`src/rtl/dly_step_pkg.sv`:
```
package dly_step_pkg;

   typedef struct packed {
      logic [7:0] tap_lo;
      logic [7:0] tap_hi;
      logic [7:0] ph_lo;
      logic [7:0] ph_hi;
   } boost_thr_t;

   // tap ceiling per speed grade; unknown code falls back to the slowest grade
   function automatic logic [7:0] grade_tap_limit(input logic [1:0] grade);
      case (grade)
         2'd1:    return 8'd10;
         2'd2:    return 8'd13;
         default: return 8'd12;
      endcase
   endfunction

   function automatic boost_thr_t grade_boost_thr(input logic [1:0] grade);
      boost_thr_t t;
      case (grade)
         2'd1:    t = '{tap_lo: 8'd2, tap_hi: 8'd8,  ph_lo: 8'd6, ph_hi: 8'd7};
         2'd2:    t = '{tap_lo: 8'd3, tap_hi: 8'd11, ph_lo: 8'd6, ph_hi: 8'd4};
         default: t = '{tap_lo: 8'd3, tap_hi: 8'd10, ph_lo: 8'd2, ph_hi: 8'd3};
      endcase
      return t;
   endfunction

endpackage

```
`src/rtl/dly_step_calc.sv`:
```
module dly_step_calc #(
   parameter int PH_W   = 3,
   parameter int TAP_W  = 4,
   parameter int CD_W   = 2,
   parameter int PH_TOP = 6,
   parameter int CD_TOP = 2
) (
   input  logic             go_up,
   input  logic [PH_W-1:0]  cur_ph,
   input  logic [TAP_W-1:0] cur_tap,
   input  logic [CD_W-1:0]  cur_cd,
   input  logic             cur_crs,
   input  logic [TAP_W-1:0] tap_lim,
   output logic [PH_W-1:0]  nxt_ph,
   output logic [TAP_W-1:0] nxt_tap,
   output logic [CD_W-1:0]  nxt_cd,
   output logic             nxt_crs,
   output logic             out_of_range
);
   localparam logic [PH_W-1:0] PH_LIM = PH_W'(PH_TOP);
   localparam logic [CD_W-1:0] CD_LIM = CD_W'(CD_TOP);

   always_comb begin
      nxt_ph       = cur_ph;
      nxt_tap      = cur_tap;
      nxt_cd       = cur_cd;
      nxt_crs      = cur_crs;
      out_of_range = 1'b0;
      if (go_up) begin
         if (cur_ph < PH_LIM) begin
            nxt_ph = cur_ph + 1'b1;
         end else if (cur_tap < tap_lim) begin
            nxt_ph  = '0;
            nxt_tap = cur_tap + 1'b1;
         end else if (cur_cd < CD_LIM) begin
            nxt_ph  = '0;
            nxt_tap = '0;
            nxt_cd  = cur_cd + 1'b1;
         end else if (!cur_crs) begin
            nxt_ph  = '0;
            nxt_tap = '0;
            nxt_cd  = cur_cd - 1'b1;
            nxt_crs = 1'b1;
         end else begin
            out_of_range = 1'b1;
         end
      end else begin
         if (cur_ph != '0) begin
            nxt_ph = cur_ph - 1'b1;
         end else if (cur_tap != '0) begin
            nxt_ph  = PH_LIM;
            nxt_tap = cur_tap - 1'b1;
         end else if (cur_cd != '0) begin
            nxt_ph  = PH_LIM;
            nxt_tap = tap_lim;
            nxt_cd  = cur_cd - 1'b1;
         end else if (cur_crs) begin
            nxt_ph  = PH_LIM;
            nxt_tap = tap_lim;
            nxt_cd  = cur_cd + 1'b1;
            nxt_crs = 1'b0;
         end else begin
            out_of_range = 1'b1;
         end
      end
   end
endmodule

```
`src/rtl/dly_boost_calc.sv`:
```
module dly_boost_calc
   import dly_step_pkg::*;
#(
   parameter int PH_W  = 3,
   parameter int TAP_W = 4
) (
   input  logic [1:0]       grade,
   input  logic [PH_W-1:0]  ph,
   input  logic [TAP_W-1:0] tp,
   output logic             b_en,
   output logic             b_sel
);
   boost_thr_t       thr;
   logic [TAP_W-1:0] t_lo, t_hi;
   logic [PH_W-1:0]  p_lo, p_hi;

   always_comb begin
      thr  = grade_boost_thr(grade);
      t_lo = TAP_W'(thr.tap_lo);
      t_hi = TAP_W'(thr.tap_hi);
      p_lo = PH_W'(thr.ph_lo);
      p_hi = PH_W'(thr.ph_hi);
      if ((tp < t_lo) || ((tp == t_lo) && (ph < p_lo))) begin
         b_en  = 1'b1;
         b_sel = 1'b1;
      end else if ((tp < t_hi) || ((tp == t_hi) && (ph < p_hi))) begin
         b_en  = 1'b0;
         b_sel = 1'b0;
      end else begin
         b_en  = 1'b1;
         b_sel = 1'b0;
      end
   end
endmodule

```
`src/rtl/dly_code_stepper.sv`:
```
module dly_code_stepper
   import dly_step_pkg::*;
#(
   parameter int PH_W   = 3,
   parameter int TAP_W  = 4,
   parameter int CD_W   = 2,
   parameter int PH_TOP = 6,
   parameter int CD_TOP = 2
) (
   input  logic             clk,
   input  logic             rst_n,
   input  logic [1:0]       speed_grade,
   input  logic             step_up,
   input  logic             step_down,
   input  logic             load,
   input  logic [PH_W-1:0]  ld_phase,
   input  logic [TAP_W-1:0] ld_tap,
   input  logic [CD_W-1:0]  ld_cdly,
   input  logic             ld_coarse,
   output logic [PH_W-1:0]  phase,
   output logic [TAP_W-1:0] tap,
   output logic [CD_W-1:0]  cdly,
   output logic             coarse,
   output logic             boost_en,
   output logic             boost_sel,
   output logic             err,
   output logic             done
);
   localparam int MAX_TAP_ANY = 13;
   localparam logic [PH_W-1:0] PH_LIM = PH_W'(PH_TOP);

   generate
      if (PH_TOP >= (1 << PH_W)) begin : g_bad_ph
         $error("PH_TOP does not fit in PH_W bits");
      end
      if (MAX_TAP_ANY >= (1 << TAP_W)) begin : g_bad_tap
         $error("TAP_W too narrow for the largest tap limit");
      end
      if (CD_TOP + 1 >= (1 << CD_W)) begin : g_bad_cd
         $error("CD_W too narrow for clock-delay carry");
      end
   endgenerate

   logic             do_step, fail;
   logic [TAP_W-1:0] tap_lim;
   logic [PH_W-1:0]  st_ph,  nx_ph;
   logic [TAP_W-1:0] st_tap, nx_tap;
   logic [CD_W-1:0]  st_cd,  nx_cd;
   logic             st_crs, nx_crs;
   logic             nx_en, nx_sel;

   assign do_step = !load && (step_up || step_down);
   assign tap_lim = TAP_W'(grade_tap_limit(speed_grade));

   dly_step_calc #(
      .PH_W(PH_W), .TAP_W(TAP_W), .CD_W(CD_W), .PH_TOP(PH_TOP), .CD_TOP(CD_TOP)
   ) u_step (
      .go_up(step_up), .cur_ph(phase), .cur_tap(tap), .cur_cd(cdly), .cur_crs(coarse),
      .tap_lim(tap_lim), .nxt_ph(st_ph), .nxt_tap(st_tap), .nxt_cd(st_cd),
      .nxt_crs(st_crs), .out_of_range(fail)
   );

   always_comb begin
      if (load) begin
         nx_ph = ld_phase; nx_tap = ld_tap; nx_cd = ld_cdly; nx_crs = ld_coarse;
      end else begin
         nx_ph = st_ph;    nx_tap = st_tap; nx_cd = st_cd;   nx_crs = st_crs;
      end
   end

   dly_boost_calc #(.PH_W(PH_W), .TAP_W(TAP_W)) u_boost (
      .grade(speed_grade), .ph(nx_ph), .tp(nx_tap), .b_en(nx_en), .b_sel(nx_sel)
   );

   always_ff @(posedge clk) begin
      if (!rst_n) begin
         phase     <= '0;
         tap       <= '0;
         cdly      <= '0;
         coarse    <= 1'b0;
         boost_en  <= 1'b0;
         boost_sel <= 1'b0;
         err       <= 1'b0;
         done      <= 1'b0;
      end else begin
         done <= load || step_up || step_down;
         err  <= do_step && fail;
         if (load || (do_step && !fail)) begin
            phase     <= nx_ph;
            tap       <= nx_tap;
            cdly      <= nx_cd;
            coarse    <= nx_crs;
            boost_en  <= nx_en;
            boost_sel <= nx_sel;
         end
      end
   end

   AST_DONE_AFTER_CMD: assert property (@(posedge clk) disable iff (!rst_n)
      (load || step_up || step_down) |=> done);
   AST_IDLE_HOLDS: assert property (@(posedge clk) disable iff (!rst_n)
      !(load || step_up || step_down) |=> (!done && !err && $stable(phase) && $stable(tap)
                                          && $stable(cdly) && $stable(coarse)));
   AST_ERR_FREEZES: assert property (@(posedge clk) disable iff (!rst_n)
      err |-> ($stable(phase) && $stable(tap) && $stable(cdly) && $stable(coarse)
               && $stable(boost_en) && $stable(boost_sel)));
   AST_PHASE_ADVANCE: assert property (@(posedge clk) disable iff (!rst_n)
      (step_up && !load && phase < PH_LIM) |=> (!err && phase == $past(phase) + 1'b1));
   AST_ZERO_DEC_ERR: assert property (@(posedge clk) disable iff (!rst_n)
      (step_down && !step_up && !load && phase == '0 && tap == '0 && cdly == '0 && !coarse)
      |=> err);
   AST_BOOST_CODE: assert property (@(posedge clk) disable iff (!rst_n)
      boost_sel |-> boost_en);
endmodule

```
`config.mk`:
```
export PLATFORM = sky130hd
export DESIGN_NAME = dly_code_stepper
export DESIGN_NICKNAME = d
export VERILOG_FILES = /design/src/rtl/dly_step_pkg.sv /design/src/rtl/dly_step_calc.sv /design/src/rtl/dly_boost_calc.sv /design/src/rtl/dly_code_stepper.sv
export SDC_FILE = /design/constraint.sdc
export NUM_CORES = 1
export LEC_CHECK = 0
export ABC_AREA = 1
export BUFFER_PORTS_ARGS = -buffer_cell sky130_fd_sc_hd__buf_2
export CORE_ASPECT_RATIO = 1.5
export CORE_UTILIZATION = 45
export CTS_CLUSTER_DIAMETER = 80
export CTS_CLUSTER_SIZE = 12
export DETAILED_ROUTE_END_ITERATION = 7
export PLACE_DENSITY = 0.8
export REMOVE_ABC_BUFFERS = 1
export SYNTH_ARGS = -nofsm -noshare
export SYNTH_HDL_FRONTEND = slang
export SYNTH_SLANG_ARGS = --single-unit
```
`constraint.sdc`:
```
create_clock -name clk -period 3.65 [get_ports clk]
set_input_delay 0.9125 -clock clk [delete_from_list [all_inputs] [get_ports clk]]
set_output_delay 0.9125 -clock clk [all_outputs]
set_load 0.02 [all_outputs]
```
==> summary.txt <==
Synthesis
  – Asr flop ratio synth: 0
  – Sequential-to-total area share from yosys stat: 0.1923
  – Post-Syn Instances: 245
  – Avg Inst Size Synth: 5.950 um^2
  – Count leader, synth: nand2_1
  – Top cells by area, synth: dfxtp_1, nand2_1, ha_1
  – Post-synth EDFFs: 0
  – YS warnings: 0
  – Area leader, netlist: dfxtp_1
  – Post-synthesis sequential element count: 14
  – Area share of the largest cell type after synthesis: 0.1923
  – Most used flip-flop cell after synthesis: dfxtp_1
  – Synthesized area: roughly 0.0015 mm^2
  – Post-synth top cells: nand2_1, inv_1, a21oi_1
  – Number of library cell types mapped by synthesis: 32

Final layout
  – Sequential cell area: 280.3 um^2
  – Area delta synth->final: 16.22%
  – Layout filler cell count: approximately 310
  – Layout cells sized above 1: 0.1993
  – Multi-input gate area: 994.7 um^2
  – # diodes: 0
  – Fin nets: a little over 300

Power and ir drop
  – Switching share of total power: 0.4382
  – Flop pwr share: 0.320
  – Comb pwr share: 0.462
  – NetSw: 270.8 uW
  – Peak VDD IR: 0.2117 mV
  – Leak: 0.9231 nW
  – PD cells: roughly 360 mW/mm^2
  – Int Power: ~350 uW
  – Clk pwr share: 0.218

Critical path
  – Most used cell, CP: nand2_1
  – Critical path peak fanout: 7
  – Worst R2R Setup Slack: 1.01 ns
  – CP Class: in2reg
  – FF-to-FF Start: phase[0]
  – Crit. End Element: flop
  – CP arrival: 3.23 ns
  – Slowest cell on crit path: ha_1
  – Max incr delay on CP: 0.34 ns
  – Req. time, crit path: 3.80 ns
  – Crit path launch type: input pin
  – FF-to-FF path depth: 16
  – RR Endpoint: boost_en
  – Crit path cell chain: buf_2 > inv_1 > ha_1 > inv_1 > ha_1 > nand2_1 > nand2_1 > nand2_2 > nand2_4 > nand2_2 > nand2_2 > o211ai_1 > a21oi_1 > ha_1 > nand3b_1 > nand2_1 > clkinv_1 > nand2_1 > nand2_1 > nand2_1 > nand2_1 > nor2_1 > nor2_1

Clocking
  – H-tree depth: 1
  – Hold buffers post-CTS: 0
  – Deepest clock path buffer count: 2
  – Post_cts resized: 0
  – Worst-Skew Late Latency: 0.25 ns
  – CTS tree: built
  – Post-CTS Setup Repair Bufs: 0
  – Clock sink count: 14
  – Clk slew on worst S/H paths: about 0.06 ns
  – CTS buffer count: 3
  – Clock Root Buffer: clkbuf_8

Worst hold path
  – Hold Path End: boost_en
  – Hold Path Class: reg2reg
  – Hold Crit Start: boost_en
  – Hold path depth: 2

Global routing
  – GRT Total Usage: 0.2470
  – Vias in the first global route: approximately 1600
  – Global-route wire length before repair: 6782 um
  – Initial antenna violation count: 0
  – Largest net degree at the start of global routing: 12
  – Global route overflow: 0

Detailed routing
  – # DRC: 0
  – Vias: 1710
  – Final ANT Viol Nets: 0
  – Routed wire length: 3955 um
  – Routed len/inst: 12.56 um
  – DRT Pass-1 Iters: 4
  – DRT iter0 DRCs: 47
  – Vias per cell: 5.429

Place
  – Place WS: 0.3002 ns
  – Routability cong.: 0.9755
  – Port bufs: 30
  – Hpwl dp: roughly 3200 um

STA
  – Crit share post-route: 0.8439
  – Setup TNS: 0 ns
  – PnR worst setup slack: 0.5698 ns
  – RSZ-0062 raised after global routing: false
  – Worst Max-Slew Pin Slew: 0.3855 ns
  – Min Tclk post-route: between 3 and 4 ns
  – Max Slew Vio Count: 0
  – Fmax: 324.7 MHz
  – Clk_skew: 0.004827 ns
  – Final setup vio count: 0
  – Final hold vios: 0
  – Relative slew slack: 0.7427

Floorplan
  – Chip width: 48.47 um
  – Die ar.: 0.003476 mm^2
  – # IOs: 31
  – Starting Density: 0.4854
  – Die height: 71.71 um
  – Core area: 0.003003 mm^2
  – Num rows: 24

Flow run
  – Maxcap violations: 0

Outcome
  – Status: completed
## worst max path at each step
stage / startpoint / end / slack [ns] / depth (start not counted)
2_1_floorplan: speed_grade[1] / boost_en / 0.67 / 22
3_3_place_gp: speed_grade[1] / boost_en / 0.45 / 23
3_5_place_dp: speed_grade[1] / boost_en / 0.30 / 23
4_1_cts: speed_grade[1] / boost_en / 0.57 / 23
5_1_grt: speed_grade[1] / boost_en / 0.25 / 23
6_report: speed_grade[1] / boost_en / 0.57 / 23
## per-stage QoR
stage,hold slack (ns),cell area (um^2),utilization,instances,power (mW)
detailed placement,0.5193,1653,0.5504,312,0.4828
floorplan,0.5905,1439,-,241,0.4020
global route,0.5866,1694,0.5642,315,0.6651
CTS,0.5378,1694,0.5642,315,0.6143
global placement,0.5131,1653,0.5504,312,0.4799
finish,0.5305,1694,0.5642,315,0.6181
## registers in the layout (all words and copies together) (netlist names)
name       cells
cdly           2
boost_sel      1
done           1
boost_en       1
tap            4
err            1
coarse         1
phase          3
## cell type report
class,count,area share
Multi-Input combinational cell,187,0.5872
Clock buffer,3,0.02437
Timing Repair Buffer,32,0.09749
Sequential cell,14,0.1654
Tap cell,39,0.02880
Inverter,40,0.09675
## metal layers
layer | part of all wire | vias up | track usage
met2 | 0.52 | 69 | 0.4538
met4 | 0.017 | 0 | 0.1373
li1 | - | 861 | -
met1 | 0.40 | 767 | 0.2690
met3 | 0.066 | 13 | 0.03609
met5 | 0 | - | 0
## cells by family after synthesis
logic type	Yosys count	share of synthesized area
fa+ha+maj	13	0.1116
flops	14	0.1923
compound gates	51	0.1940
buf+inv	44	0.1253
simple gates	121	0.3648
xor+xnor	2	0.01202
## power groups by stage
stage	clock (mW)	sequential (mW)	combinational, mW
global placement	0	0.201	0.279
CTS	0.134	0.197	0.283
detailed placement	0	0.201	0.282
floorplan	0	0.218	0.184
global route	0.143	0.202	0.321
finish	0.135	0.198	0.286
## critical path: cells and delay by family
kind            cells  cell delay (ns)
buf+inv             4             0.32
compound gates      2             0.19
fa+ha+maj           3             0.84
simple gates       14             0.95
## placed cells by master, fill, tap and decap left out, drive strengths merged, types with 2 or more instances in the layout
cell	count
nand3	16
buf	32
nor3	5
o21ai	20
a21oi	23
dfxtp	14
o211ai	2
nand4	5
nor2	23
nand2	70
ha	13
clkbuf	3
inv	38
(Power assumes the default switching activity.)
